## src/rtl/tdm_sync_pkg.sv

```systemverilog
package tdm_sync_pkg;
  typedef enum logic [1:0] {
    ST_HUNT    = 2'd0,
    ST_WAIT    = 2'd1,
    ST_PRESYNC = 2'd2,
    ST_SYNC    = 2'd3
  } sync_state_e;
endpackage

```

## src/rtl/tdm_sync_fsm.sv

```systemverilog
module tdm_sync_fsm
  import tdm_sync_pkg::*;
#(
  parameter int FRAME_W = 10
) (
  input  logic               clk,
  input  logic               rst_n,
  input  logic               bit_en,
  input  logic               sync_in,
  input  logic [FRAME_W-1:0] frame_len,
  output sync_state_e        state,
  output logic               lock_bit,
  output logic               frame_start,
  output logic               loss
);
  localparam logic [FRAME_W-1:0] ONE = FRAME_W'(1);

  sync_state_e        state_n;
  logic [FRAME_W-1:0] pos, pos_n;
  logic               at_edge, good, bad;

  // pos holds the bit index of the last tick relative to the last strobe
  assign at_edge = (pos == (frame_len - ONE));
  assign good    = sync_in && at_edge;
  assign bad     = sync_in ? !at_edge : at_edge;

  always_comb begin
    state_n = state;
    pos_n   = pos;
    loss    = 1'b0;
    if (bit_en) begin
      pos_n = (sync_in || at_edge) ? '0 : pos + ONE;
      unique case (state)
        ST_HUNT:    if (sync_in) state_n = ST_WAIT;
        ST_WAIT:    if (good) state_n = ST_PRESYNC; else if (bad) state_n = ST_HUNT;
        ST_PRESYNC: if (good) state_n = ST_SYNC;    else if (bad) state_n = ST_HUNT;
        ST_SYNC: begin
          if (bad) begin
            state_n = ST_HUNT;
            loss    = 1'b1;
          end
        end
        default:    state_n = ST_HUNT;
      endcase
    end
  end

  assign lock_bit    = bit_en && (state_n == ST_SYNC);
  assign frame_start = lock_bit && good;

  always_ff @(posedge clk or negedge rst_n) begin
    if (!rst_n) begin
      state <= ST_HUNT;
      pos   <= '0;
    end else if (bit_en) begin
      state <= state_n;
      pos   <= pos_n;
    end
  end

  AST_WAIT_FROM_HUNT: assert property (@(posedge clk) disable iff (!rst_n)
    (state == ST_WAIT && $past(state) != ST_WAIT) |-> $past(state) == ST_HUNT)
    else $error("wait entered from wrong level");
  AST_SYNC_FROM_PRESYNC: assert property (@(posedge clk) disable iff (!rst_n)
    (state == ST_SYNC && $past(state) != ST_SYNC) |-> $past(state) == ST_PRESYNC)
    else $error("lock entered from wrong level");
  AST_LOSS_TO_HUNT: assert property (@(posedge clk) disable iff (!rst_n)
    loss |=> state == ST_HUNT)
    else $error("loss did not return to hunt");
endmodule

```

## src/rtl/tdm_rx_deser.sv

```systemverilog
module tdm_rx_deser #(
  parameter int WORD_W = 8
) (
  input  logic              clk,
  input  logic              rst_n,
  input  logic              bit_en,
  input  logic              lock_bit,
  input  logic              frame_start,
  input  logic              din,
  input  logic              lsb_first,
  output logic              word_valid,
  output logic [WORD_W-1:0] word
);
  localparam int CW = (WORD_W > 2) ? $clog2(WORD_W) : 1;
  localparam logic [CW-1:0] LAST = CW'(WORD_W - 1);

  logic [CW-1:0]     cnt, cnt_n, cur;
  logic [WORD_W-1:0] sh, sh_n, word_n;
  logic              valid_n;

  assign cur = frame_start ? '0 : cnt;

  always_comb begin
    cnt_n   = cnt;
    sh_n    = sh;
    word_n  = word;
    valid_n = 1'b0;
    if (lock_bit) begin
      sh_n = lsb_first ? {din, sh[WORD_W-1:1]} : {sh[WORD_W-2:0], din};
      if (cur == LAST) begin
        cnt_n   = '0;
        valid_n = 1'b1;
        word_n  = sh_n;
      end else begin
        cnt_n = cur + CW'(1);
      end
    end else if (bit_en) begin
      cnt_n = '0;
    end
  end

  always_ff @(posedge clk or negedge rst_n) begin
    if (!rst_n) begin
      cnt        <= '0;
      sh         <= '0;
      word       <= '0;
      word_valid <= 1'b0;
    end else begin
      word_valid <= valid_n;
      if (bit_en) begin
        cnt  <= cnt_n;
        sh   <= sh_n;
        word <= word_n;
      end
    end
  end

  AST_RX_PULSE_SINGLE: assert property (@(posedge clk) disable iff (!rst_n)
    word_valid |=> !word_valid || $past(lock_bit))
    else $error("receive strobe without locked tick");
endmodule

```

## src/rtl/tdm_tx_ser.sv

```systemverilog
module tdm_tx_ser #(
  parameter int WORD_W = 8
) (
  input  logic              clk,
  input  logic              rst_n,
  input  logic              bit_en,
  input  logic              lock_bit,
  input  logic              frame_start,
  input  logic [WORD_W-1:0] word_in,
  input  logic              lsb_first,
  input  logic              hold_last,
  output logic              word_take,
  output logic              dout,
  output logic              oe
);
  localparam int CW = (WORD_W > 2) ? $clog2(WORD_W) : 1;
  localparam logic [CW-1:0] LAST = CW'(WORD_W - 1);

  logic [CW-1:0]     cnt, cnt_n, cur, idx;
  logic [WORD_W-1:0] hold, hold_n, src;
  logic              dout_n, oe_n;

  assign cur       = frame_start ? '0 : cnt;
  assign word_take = lock_bit && (cur == '0);
  assign src       = word_take ? word_in : hold;
  assign idx       = lsb_first ? cur : (LAST - cur);

  always_comb begin
    cnt_n  = cnt;
    hold_n = hold;
    dout_n = dout;
    oe_n   = oe;
    if (lock_bit) begin
      dout_n = src[idx];
      oe_n   = 1'b1;
      cnt_n  = (cur == LAST) ? '0 : cur + CW'(1);
      if (word_take) hold_n = word_in;
    end else if (bit_en) begin
      cnt_n = '0;
      if (!hold_last) oe_n = 1'b0;
    end
  end

  always_ff @(posedge clk or negedge rst_n) begin
    if (!rst_n) begin
      cnt  <= '0;
      hold <= '0;
      dout <= 1'b0;
      oe   <= 1'b0;
    end else if (bit_en) begin
      cnt  <= cnt_n;
      hold <= hold_n;
      dout <= dout_n;
      oe   <= oe_n;
    end
  end

  AST_TX_RELEASE: assert property (@(posedge clk) disable iff (!rst_n)
    (bit_en && !lock_bit && !hold_last) |=> !oe)
    else $error("enable kept while out of lock");
  AST_TX_FREEZE: assert property (@(posedge clk) disable iff (!rst_n)
    (bit_en && !lock_bit && hold_last) |=> ($stable(dout) && $stable(oe)))
    else $error("output moved while out of lock");
endmodule

```

## src/rtl/tdm_sticky_err.sv

```systemverilog
module tdm_sticky_err (
  input  logic clk,
  input  logic rst_n,
  input  logic set_i,
  input  logic clr_we,
  input  logic clr_bit,
  input  logic ie,
  output logic flag,
  output logic irq
);
  logic flag_n, clr_hit;

  assign clr_hit = clr_we && clr_bit;

  // a loss event in the same cycle as a clear wins
  always_comb begin
    flag_n = flag;
    if (set_i)        flag_n = 1'b1;
    else if (clr_hit) flag_n = 1'b0;
  end

  always_ff @(posedge clk or negedge rst_n) begin
    if (!rst_n) flag <= 1'b0;
    else        flag <= flag_n;
  end

  assign irq = flag && ie;

  AST_ERR_SET: assert property (@(posedge clk) disable iff (!rst_n)
    set_i |=> flag)
    else $error("loss not recorded");
  AST_ERR_STICKY: assert property (@(posedge clk) disable iff (!rst_n)
    (flag && !clr_hit) |=> flag)
    else $error("flag dropped without clear");
  AST_ERR_CLEARED: assert property (@(posedge clk) disable iff (!rst_n)
    (clr_hit && !set_i) |=> !flag)
    else $error("clear write ignored");
endmodule

```

## src/rtl/tdm_sync_tracker.sv

```systemverilog
module tdm_sync_tracker
  import tdm_sync_pkg::*;
#(
  parameter int WORD_W  = 8,
  parameter int FRAME_W = 10
) (
  input  logic               clk,
  input  logic               rst_n,
  input  logic [FRAME_W-1:0] rx_frame_len,
  input  logic               rx_bit_en,
  input  logic               rx_sync,
  input  logic               rx_din,
  input  logic               rx_lsb_first,
  output logic               rx_word_valid,
  output logic [WORD_W-1:0]  rx_word,
  output logic [1:0]         rx_state,
  input  logic [FRAME_W-1:0] tx_frame_len,
  input  logic               tx_bit_en,
  input  logic               tx_sync,
  input  logic [WORD_W-1:0]  tx_word,
  input  logic               tx_lsb_first,
  input  logic               tx_hold_last,
  output logic               tx_word_take,
  output logic               tx_dout,
  output logic               tx_oe,
  output logic [1:0]         tx_state,
  input  logic               err_clr_we,
  input  logic [1:0]         err_clr,
  input  logic               rx_err_ie,
  input  logic               tx_err_ie,
  output logic               rx_err,
  output logic               tx_err,
  output logic               rx_irq,
  output logic               tx_irq
);
  localparam int NDIR = 2;

  logic [NDIR-1:0]    d_bit_en, d_sync, d_lock, d_fstart, d_loss, d_ie, d_flag, d_irq;
  logic [FRAME_W-1:0] d_len [NDIR];
  sync_state_e        d_state [NDIR];

  assign d_bit_en = {tx_bit_en, rx_bit_en};
  assign d_sync   = {tx_sync, rx_sync};
  assign d_ie     = {tx_err_ie, rx_err_ie};
  assign d_len[0] = rx_frame_len;
  assign d_len[1] = tx_frame_len;

  for (genvar g = 0; g < NDIR; g++) begin : g_dir
    tdm_sync_fsm #(.FRAME_W(FRAME_W)) u_fsm (
      .clk         (clk),
      .rst_n       (rst_n),
      .bit_en      (d_bit_en[g]),
      .sync_in     (d_sync[g]),
      .frame_len   (d_len[g]),
      .state       (d_state[g]),
      .lock_bit    (d_lock[g]),
      .frame_start (d_fstart[g]),
      .loss        (d_loss[g])
    );
    tdm_sticky_err u_err (
      .clk     (clk),
      .rst_n   (rst_n),
      .set_i   (d_loss[g]),
      .clr_we  (err_clr_we),
      .clr_bit (err_clr[g]),
      .ie      (d_ie[g]),
      .flag    (d_flag[g]),
      .irq     (d_irq[g])
    );
  end

  tdm_rx_deser #(.WORD_W(WORD_W)) u_rx (
    .clk         (clk),
    .rst_n       (rst_n),
    .bit_en      (rx_bit_en),
    .lock_bit    (d_lock[0]),
    .frame_start (d_fstart[0]),
    .din         (rx_din),
    .lsb_first   (rx_lsb_first),
    .word_valid  (rx_word_valid),
    .word        (rx_word)
  );

  tdm_tx_ser #(.WORD_W(WORD_W)) u_tx (
    .clk         (clk),
    .rst_n       (rst_n),
    .bit_en      (tx_bit_en),
    .lock_bit    (d_lock[1]),
    .frame_start (d_fstart[1]),
    .word_in     (tx_word),
    .lsb_first   (tx_lsb_first),
    .hold_last   (tx_hold_last),
    .word_take   (tx_word_take),
    .dout        (tx_dout),
    .oe          (tx_oe)
  );

  assign rx_state = d_state[0];
  assign tx_state = d_state[1];
  assign rx_err   = d_flag[0];
  assign tx_err   = d_flag[1];
  assign rx_irq   = d_irq[0];
  assign tx_irq   = d_irq[1];

  AST_RX_WORD_LOCKED: assert property (@(posedge clk) disable iff (!rst_n)
    rx_word_valid |-> rx_state == ST_SYNC)
    else $error("receive word outside lock");
endmodule

```

## config.mk

```make
export PLATFORM = sky130hd
export DESIGN_NAME = tdm_sync_tracker
export DESIGN_NICKNAME = d
export VERILOG_FILES = /design/src/rtl/tdm_sync_pkg.sv /design/src/rtl/tdm_sync_fsm.sv /design/src/rtl/tdm_rx_deser.sv /design/src/rtl/tdm_tx_ser.sv /design/src/rtl/tdm_sticky_err.sv /design/src/rtl/tdm_sync_tracker.sv
export SDC_FILE = /design/constraint.sdc
export NUM_CORES = 1
export LEC_CHECK = 0
export ABC_AREA = 1
export BUFFER_PORTS_ARGS = -buffer_cell sky130_fd_sc_hd__buf_2
export CELL_PAD_IN_SITES_DETAIL_PLACEMENT = 0
export CELL_PAD_IN_SITES_GLOBAL_PLACEMENT = 1
export CORE_ASPECT_RATIO = 0.8
export CORE_MARGIN = 2
export CORE_UTILIZATION = 41
export DETAILED_ROUTE_END_ITERATION = 10
export PLACE_DENSITY = 0.81
export RECOVER_POWER = 25
export SLEW_MARGIN = 0
export SYNTH_ARGS = -nofsm -noshare
export SYNTH_HDL_FRONTEND = slang
export SYNTH_SLANG_ARGS = --single-unit
export TNS_END_PERCENT = 20
```

## constraint.sdc

```tcl
create_clock -name clk -period 4.05 [get_ports clk]
set_clock_uncertainty 0.05 [all_clocks]
set_input_delay 0.6075 -clock clk [delete_from_list [all_inputs] [get_ports clk]]
set_output_delay 0.6075 -clock clk [all_outputs]
set_load 0.01 [all_outputs]
```

==> run summary, run 1 <==
PD cells: 349.5 nW/um^2
CTS tree: yes
Fillers: 820
final WL: 7517 um
routability cong.: 0.7371
synthesis-stage register bit count: 59
via-per-instance ratio: 4.718
Num Clock Sinks: 59
predominant post-synthesis flop cell: dfrtp_1
fraction of registers with async set/reset: 100.0%
crit share post-route: 94.17%
H-tree depth: 3
maximum VDD drop: 0.0002105 V
mapped cell area: 3550 um^2
Multi-input gate area: 1874 um^2
nets: 604
first-pass GRT wire length: 13130 um
Inserted Clock Buffers: 9
Register Area: 1476 um^2
crit path max fanout: 5
HPWL Detailed: 5492 um
Final Max Tran Viols: 36
Root Driver: clkbuf_8
Cell variety after synth: 36
fin crit period: 3.814 ns
routed via count: 3142
input/output buffers: 62
Antenna Cells: 0
# IOs: 63
Worst-path clk slew: 0.07 ns
Setup WS post-layout: 0.2362 ns
initial antenna violation count: 0
Max Root-Sink Buffers: 2
Cells after Synth: 457
Setup-failing EPs final: 0
grt total ovfl: 0
crit path launch type: input port
Lkg Pwr: 2.398 nW
failing checks: capacitance limit, slew limit
DRC violation total after the first TritonRoute iteration: 143
DRC viols: 0
Arr. time, crit path: 3.16 ns
sequential-to-total area share from yosys stat: 41.59%
largest net degree at the start of global routing: 36
Antenna Nets Post-Route: 0
Fin. Hold Viols: 0
die width: 108.0 um
vias in the first global route: 2997
std cell rows: 30
Starting Density: 42.03%
routed len/inst: 11.29 um
die area: 9423 um^2
Synth Warn #: 0
Synth Area per Inst: 7.767 um^2
worst skew pair latency: 0.34 ns
area grow syn2layout: 28.55%
Worst EP required: 3.39 ns
Worst Max-Slew Pin Slew: 1.932 ns
max cap viols: 1
Max Clock Freq: 262.2 MHz
DRT Pass-1 Iters: 4
EDFF count, synth: 0
worst hold path type: reg -> reg
share of layout cells above drive strength 1: 26.90%
worst rel slew slack: -28.82%
Tot GR Track Use: 17.70%
Fin Setup TNS: 0 ns
WS Path Type: in -> out
Post-Synthesis Net Count: 512
pre-CTS setup slack: -0.1652 ns
core footprint: 8446 um^2
CP Capture Type: primary output
Die Ht: 87.23 um
outcome: finished, violations left
==> registers in the layout, summed over array words and instances (netlist names) <==
name and flops:
u_tx.dout 1, g_dir.u_fsm.pos 20, g_dir.u_err.flag 2, u_tx.cnt 3, u_tx.hold 8, u_rx.word_valid 1, u_rx.sh 8, g_dir.u_fsm.state 4
u_tx.oe 1, u_rx.cnt 3, u_rx.word 8
==> per-stage QoR <==
| stage | hold slack (ns) | instances | power, W | area, um^2 | utilization (%) |
|---|---|---|---|---|---|
| 2_1_floorplan | 0.2619 | 457 | 0.0008150 | 3550 | - |
| 3_3_place_gp | 0.4078 | 648 | 0.0008979 | 4145 | 49.08 |
| 6_report | 0.4266 | 666 | 0.001595 | 4563 | 54.03 |
| 4_1_cts | 0.3247 | 664 | 0.001609 | 4427 | 52.41 |
| 5_1_grt | 0.4441 | 666 | 0.001687 | 4563 | 54.03 |
| 3_5_place_dp | 0.4123 | 648 | 0.0009019 | 4145 | 49.08 |
==> report_power, final <==
group          switching [W]  leakage [nW]  internal (W)
clock               0.000233         0.133      0.000458
sequential         0.0000398         0.757      0.000634
combinational       0.000134          1.51     0.0000955
==> synth_stat cells, types with 2 or more instances <==
library cell  count  area share [%]
a21oi_1          16             2.3
a22o_1            3            0.74
buf_2             2            0.28
buf_6             2            0.63
clkbuf_1          2            0.21
dfrtp_1          59              42
ha_1             12             4.2
inv_1            76             8.0
inv_2             2            0.21
mux2_2            8             2.5
nand2_1         107              11
nand3_1          21             3.0
nand4_1           2            0.35
nor2_1           43             4.5
nor2_2            2            0.35
nor3_1            9             1.3
nor4_1            2            0.35
o2111ai_1         5             1.2
o21ai_0          32             4.5
o21ai_1           2            0.28
o22ai_1           2            0.35
o31ai_1           2            0.42
or2_2             3            0.53
xnor2_1           4            0.99
xor2_1           28             6.9
==> layout make-up <==
type / count / share of cell area (%)
Inverter: 78 / 6.471
Clock inverter: 4 / 2.084
Sequential cell: 59 / 32.36
Timing Repair Buffer: 88 / 11.32
Multi-Input combinational cell: 313 / 41.07
Clock buffer: 12 / 3.619
Tap cell: 112 / 3.071
==> critical path, cell delays in order <==
cell and delay (ns):
buf_2 0.12, inv_4 0.07, ha_4 0.14, inv_2 0.04, nor2_2 0.11, nand2_2 0.08, xnor2_2 0.14, xor2_1 0.14
nor2_1 0.10, nand4_1 0.11, nor2_2 0.15, buf_4 0.14, ha_4 0.14, inv_1 0.04, nand2_1 0.05, nand2_1 0.05
nand2_1 0.06, nand2_1 0.07, nor2_2 0.14, nand2_2 0.11, nand2_4 0.10, ha_4 0.15, o211ai_4 0.09, inv_2 0.06
buf_2 0.12
==> metal layers <==
layer,track usage (%),up-vias,part of all wire (%)
met3,4.637,12,3.9
met2,28.24,57,44
met4,6.760,0,1.4
met5,0,-,0
li1,-,1643,-
met1,23.20,1430,50
==> logic make-up after synthesis <==
logic type,count (synthesis),synth area share [%]
AOI/OAI and AO/OA,67,11.31
xor gates and xnor gates,33,8.354
adders and majority gates,12,4.230
buffers and inverters,85,9.588
DFF,59,41.59
muxes,8,2.538
and+or+nand+nor,193,22.38
==> cell usage in the layout, fill, tap and decap left out, types with 4 or more instances in the layout <==
master / Yosys / routed
buf_2: 2 / 61
nand2_1: 107 / 103
nand3_1: 21 / 21
inv_1: 76 / 72
o2111ai_1: 5 / 5
nor2_1: 43 / 37
ha_4: 0 / 4
inv_2: 2 / 5
o21ai_0: 32 / 29
nor2_2: 2 / 8
dfrtp_1: 59 / 59
buf_4: 1 / 25
mux2_2: 8 / 8
o21ai_1: 2 / 5
nor3_1: 9 / 6
a21oi_1: 16 / 15
clkbuf_8: 0 / 12
xor2_1: 28 / 28
ha_1: 12 / 7
==> final timing paths <==
path | from | end | slack [ns] | cells past startpoint
hold / removal | u_tx.hold[2] | u_tx.hold[2] | 0.43 | 2
min in group asynchronous | rst_n | g_dir[1].u_fsm.pos[0] | 0.75 | 1
hold reg to reg | u_tx.hold[2] | u_tx.hold[2] | 0.43 | 2
setup reg to reg | g_dir[0].u_fsm.pos[4] | u_rx.word[4] | 0.57 | 23
max in group asynchronous | rst_n | g_dir[0].u_fsm.pos[0] | 1.98 | 2
setup / recovery | tx_frame_len[0] | tx_word_take | 0.24 | 25
==> timing repair <==
item / CTS / global route
pin swaps: 2 / 14
hold buffers: 0 / 0
hold endpoints to repair: 0 / 0
resized for setup: 5 / 34
buffers inserted: 0 / 2
setup endpoints to repair: 1 / 10
Power figures use the tool's default switching activity.
==> inputs of run 2 (changes only) <==
--- a/config.mk
+++ b/config.mk
@@ -13,7 +13,7 @@
 export CORE_MARGIN = 2
 export CORE_UTILIZATION = 41
 export DETAILED_ROUTE_END_ITERATION = 10
-export PLACE_DENSITY = 0.81
+export PLACE_DENSITY_LB_ADDON = 0.1
 export RECOVER_POWER = 25
 export SLEW_MARGIN = 0
 export SYNTH_ARGS = -nofsm -noshare
==> run 2 against run 1 <==
The flow still finishes with violations (capacitance limit, slew limit). Setup slack got worse by 0.031 ns. Global-route usage shrank 0.85 points. Clock power decreased by 14%. Flip-flop and latch count stayed put. Sequential power decreased by 0.6%. Non-clock buffer count is 11 higher. Worst hold slack got worse by 0.0032 ns. Routed wire length down 0.90%. Sequential share of layout area shrank 0.60 points. Cell count increased by 1.7%. Critical endpoint unchanged. Highest routed layer unchanged.
==> run summary, run 2 (synthesis gave the netlist of run 1 again) <==
Fillers: 833 (+1.6%)
FF-to-FF path depth: 27 (+17%)
CP Capture Type: primary output
Worst-path clk slew: 0.07 ns (about the same)
Arr. time, crit path: 3.19 ns (+0.03 ns)
Root Driver: clkbuf_8
Die Ht: 87.23 um (unchanged)
area grow syn2layout: 30.98%
non-filler cells, final: 677 (+1.7%)
Worst EP required: 3.39 ns (about the same)
routed via count: 3159 (+0.54%)
core footprint: 8446 um^2 (unchanged)
crit path launch type: input port
final WL: 7449 um (-0.90%)
Fin. Hold Viols: 0 (unchanged)
Worst Max-Slew Pin Slew: 1.866 ns (-0.06624 ns)
die area: 9423 um^2 (unchanged)
maximum VDD drop: 0.0001872 V (-11%)
Tot GR Track Use: 16.85% (-0.85 points)
RSZ-0062 raised after global routing: true
failing checks: capacitance limit, slew limit
Pwr Total: 0.001503 W (-5.7%)
post-route cell area: 4649 um^2 (+1.9%)
die width: 108.0 um (unchanged)
Inserted Clock Buffers: 9 (unchanged)
DRT Pass-1 Iters: 4 (unchanged)
first-pass GRT wire length: 12590 um (-4.2%)
share of layout cells above drive strength 1: 28.14% (+1.2 points)
initial antenna violation count: 0 (unchanged)
reg-to-reg startpoint: g_dir[1].u_fsm.pos[4]
H-tree depth: 3 (unchanged)
DRC violation total after the first TritonRoute iteration: 121 (-15%)
outcome: finished, violations left
nets: 615 (+1.8%)
via-per-instance ratio: 4.666 (-1.1%)
worst r2r dst: u_tx.dout
hold buffers post-CTS: 0 (unchanged)
HPWL Detailed: 5486 um (-0.11%)
max reg flops: 20 (unchanged)
CTS tree: yes
input/output buffers: 62 (unchanged)
fin crit period: 3.845 ns (+0.03100 ns)
std cell rows: 30 (unchanged)
R2R setup slack: 0.57 ns (about the same)
worst skew pair latency: 0.34 ns (about the same)
Max Clock Freq: 260.1 MHz (-0.81%)
PD cells: 323.3 nW/um^2 (-7.5%)
Starting Density: 42.03% (unchanged)
Lkg Pwr: 2.439 nW (+1.7%)
cells along the critical path: buf_6, or2_4, nor2_4, nand2_2, xnor2_2, xor2_1, nor2_1, nand4_1, nor2_2, inv_2, ha_4, nor2_2, nand2_1, nand2_1, nand2_1, nor2_2, nand2_2, nand2_4, ha_4, o211ai_4, inv_2, buf_6
routed len/inst: 11.00 um (-2.5%)
worst rel slew slack: -24.41% (+4.4 points)
grt total ovfl: 0 (unchanged)
largest net degree at the start of global routing: 37 (+2.8%)
Num Clock Sinks: 59 (unchanged)
CP Buf/Inv Count: 4 (-3)
Placed Area: 4203 um^2 (+1.4%)
routability cong.: 0.8024 (+8.9%)
Max Root-Sink Buffers: 2 (unchanged)
most used cells in the layout excluding fill and tap cells: nand2_1 (102), inv_1 (72), dfrtp_1 (59)
Largest Register: g_dir.u_fsm.pos
Antenna Cells: 0 (unchanged)
DRC viols: 0 (unchanged)
vias in the first global route: 2854 (-4.8%)
max cap viols: 1 (unchanged)
worst hold path startpoint: u_rx.sh[7]
Antenna Nets Post-Route: 0 (unchanged)
Hold Crit Depth: 2 (unchanged)
Critical Path Max Stage Delay: 0.25 ns (+0.10 ns)
most common cell after layout, fill and taps aside: nand2_1
Top Family by Delay on Critical Path: simple AND/OR/NAND/NOR gates
WS Path Type: in -> out
worst hold path type: reg -> reg
Setup-failing EPs final: 0 (unchanged)
Final Max Tran Viols: 37 (+2.8%)
CP max stage cell: or2_4
WHS Endpoint: u_rx.sh[7]
crit path max fanout: 3 (-2)
dpl cells: 654 (+0.93%)
# IOs: 63 (unchanged)
Fin Setup TNS: 0 ns (unchanged)
crit share post-route: 94.93% (+0.77 points)
## run 2: changes by cell type in the layout (fill, tap and decap cells not counted), sizes merged
cell and delta:
clkinvlp +2, bufinv -1, inv +1, clkbuf -2, buf +11
## run 2: layout make-up
cell class / count / area [um^2] / share of cell area, %
clock buffer: 10 / 127.6 / 2.745
clock inverter: 6 / 88.84 / 1.911
inverter: 78 / 300.3 / 6.459
multi-input combinational: 313 / 1873 / 40.29
sequential: 59 / 1476 / 31.75
tap: 112 / 140.1 / 3.014
timing repair buffer: 99 / 643.1 / 13.83
## run 2: tightest hold or removal path: cells and delay by family, from the launching register on
family,cells,cell delay (ns)
DFF,1,0.34
and+or+nand+nor,2,0.10
## run 2: metal layers
| metal | part of all wire (%) | vias up | track usage (%) | routed length, um |
|---|---|---|---|---|
| met5 | 0 | - | 0 | 0 |
| met1 | 51 | 1438 | 23.64 | 3805 |
| li1 | - | 1659 | - | - |
| met4 | 0.90 | 0 | 5.245 | 67 |
| met3 | 4.0 | 6 | 4.039 | 298 |
| met2 | 44 | 56 | 25.84 | 3278 |
## run 2: through the flow
stage	setup WS [ns]	utilization (%)	hold slack, ns
3_5_place_dp	-0.1616	49.76	0.4100
2_1_floorplan	0.01168	-	0.2619
5_1_grt	-0.03120	55.05	0.4500
4_1_cts	0.002850	52.79	0.3160
3_3_place_gp	-0.08273	49.76	0.4097
6_report	0.2052	55.05	0.4234
## run 2: how the worst max path moves through the flow
stage | startpoint | endpoint | slack [ns] | depth (start not counted)
finish | tx_frame_len[3] | tx_word_take | 0.21 | 22
global route | tx_frame_len[0] | tx_word_take | -0.03 | 24
CTS | tx_frame_len[0] | tx_word_take | 0.003 | 24
detailed placement | rx_frame_len[0] | u_rx.word[2] | -0.16 | 25
global placement | tx_frame_len[0] | tx_word_take | -0.08 | 23
floorplan | rx_frame_len[0] | u_rx.word[0] | 0.01 | 24
## run 2: power breakdown
group | switching (W) | internal [W] | leakage (nW)
combinational | 0.000136 | 0.000104 | 1.58
clock | 0.000245 | 0.000347 | 0.103
sequential | 0.0000360 | 0.000634 | 0.757
## run 2: timing repair
action	CTS	global route
endpoints found under the setup margin	1	9
pin swaps	7	24
setup buffers	1	6
endpoints found under the hold margin	0	0
gates resized for setup	9	39
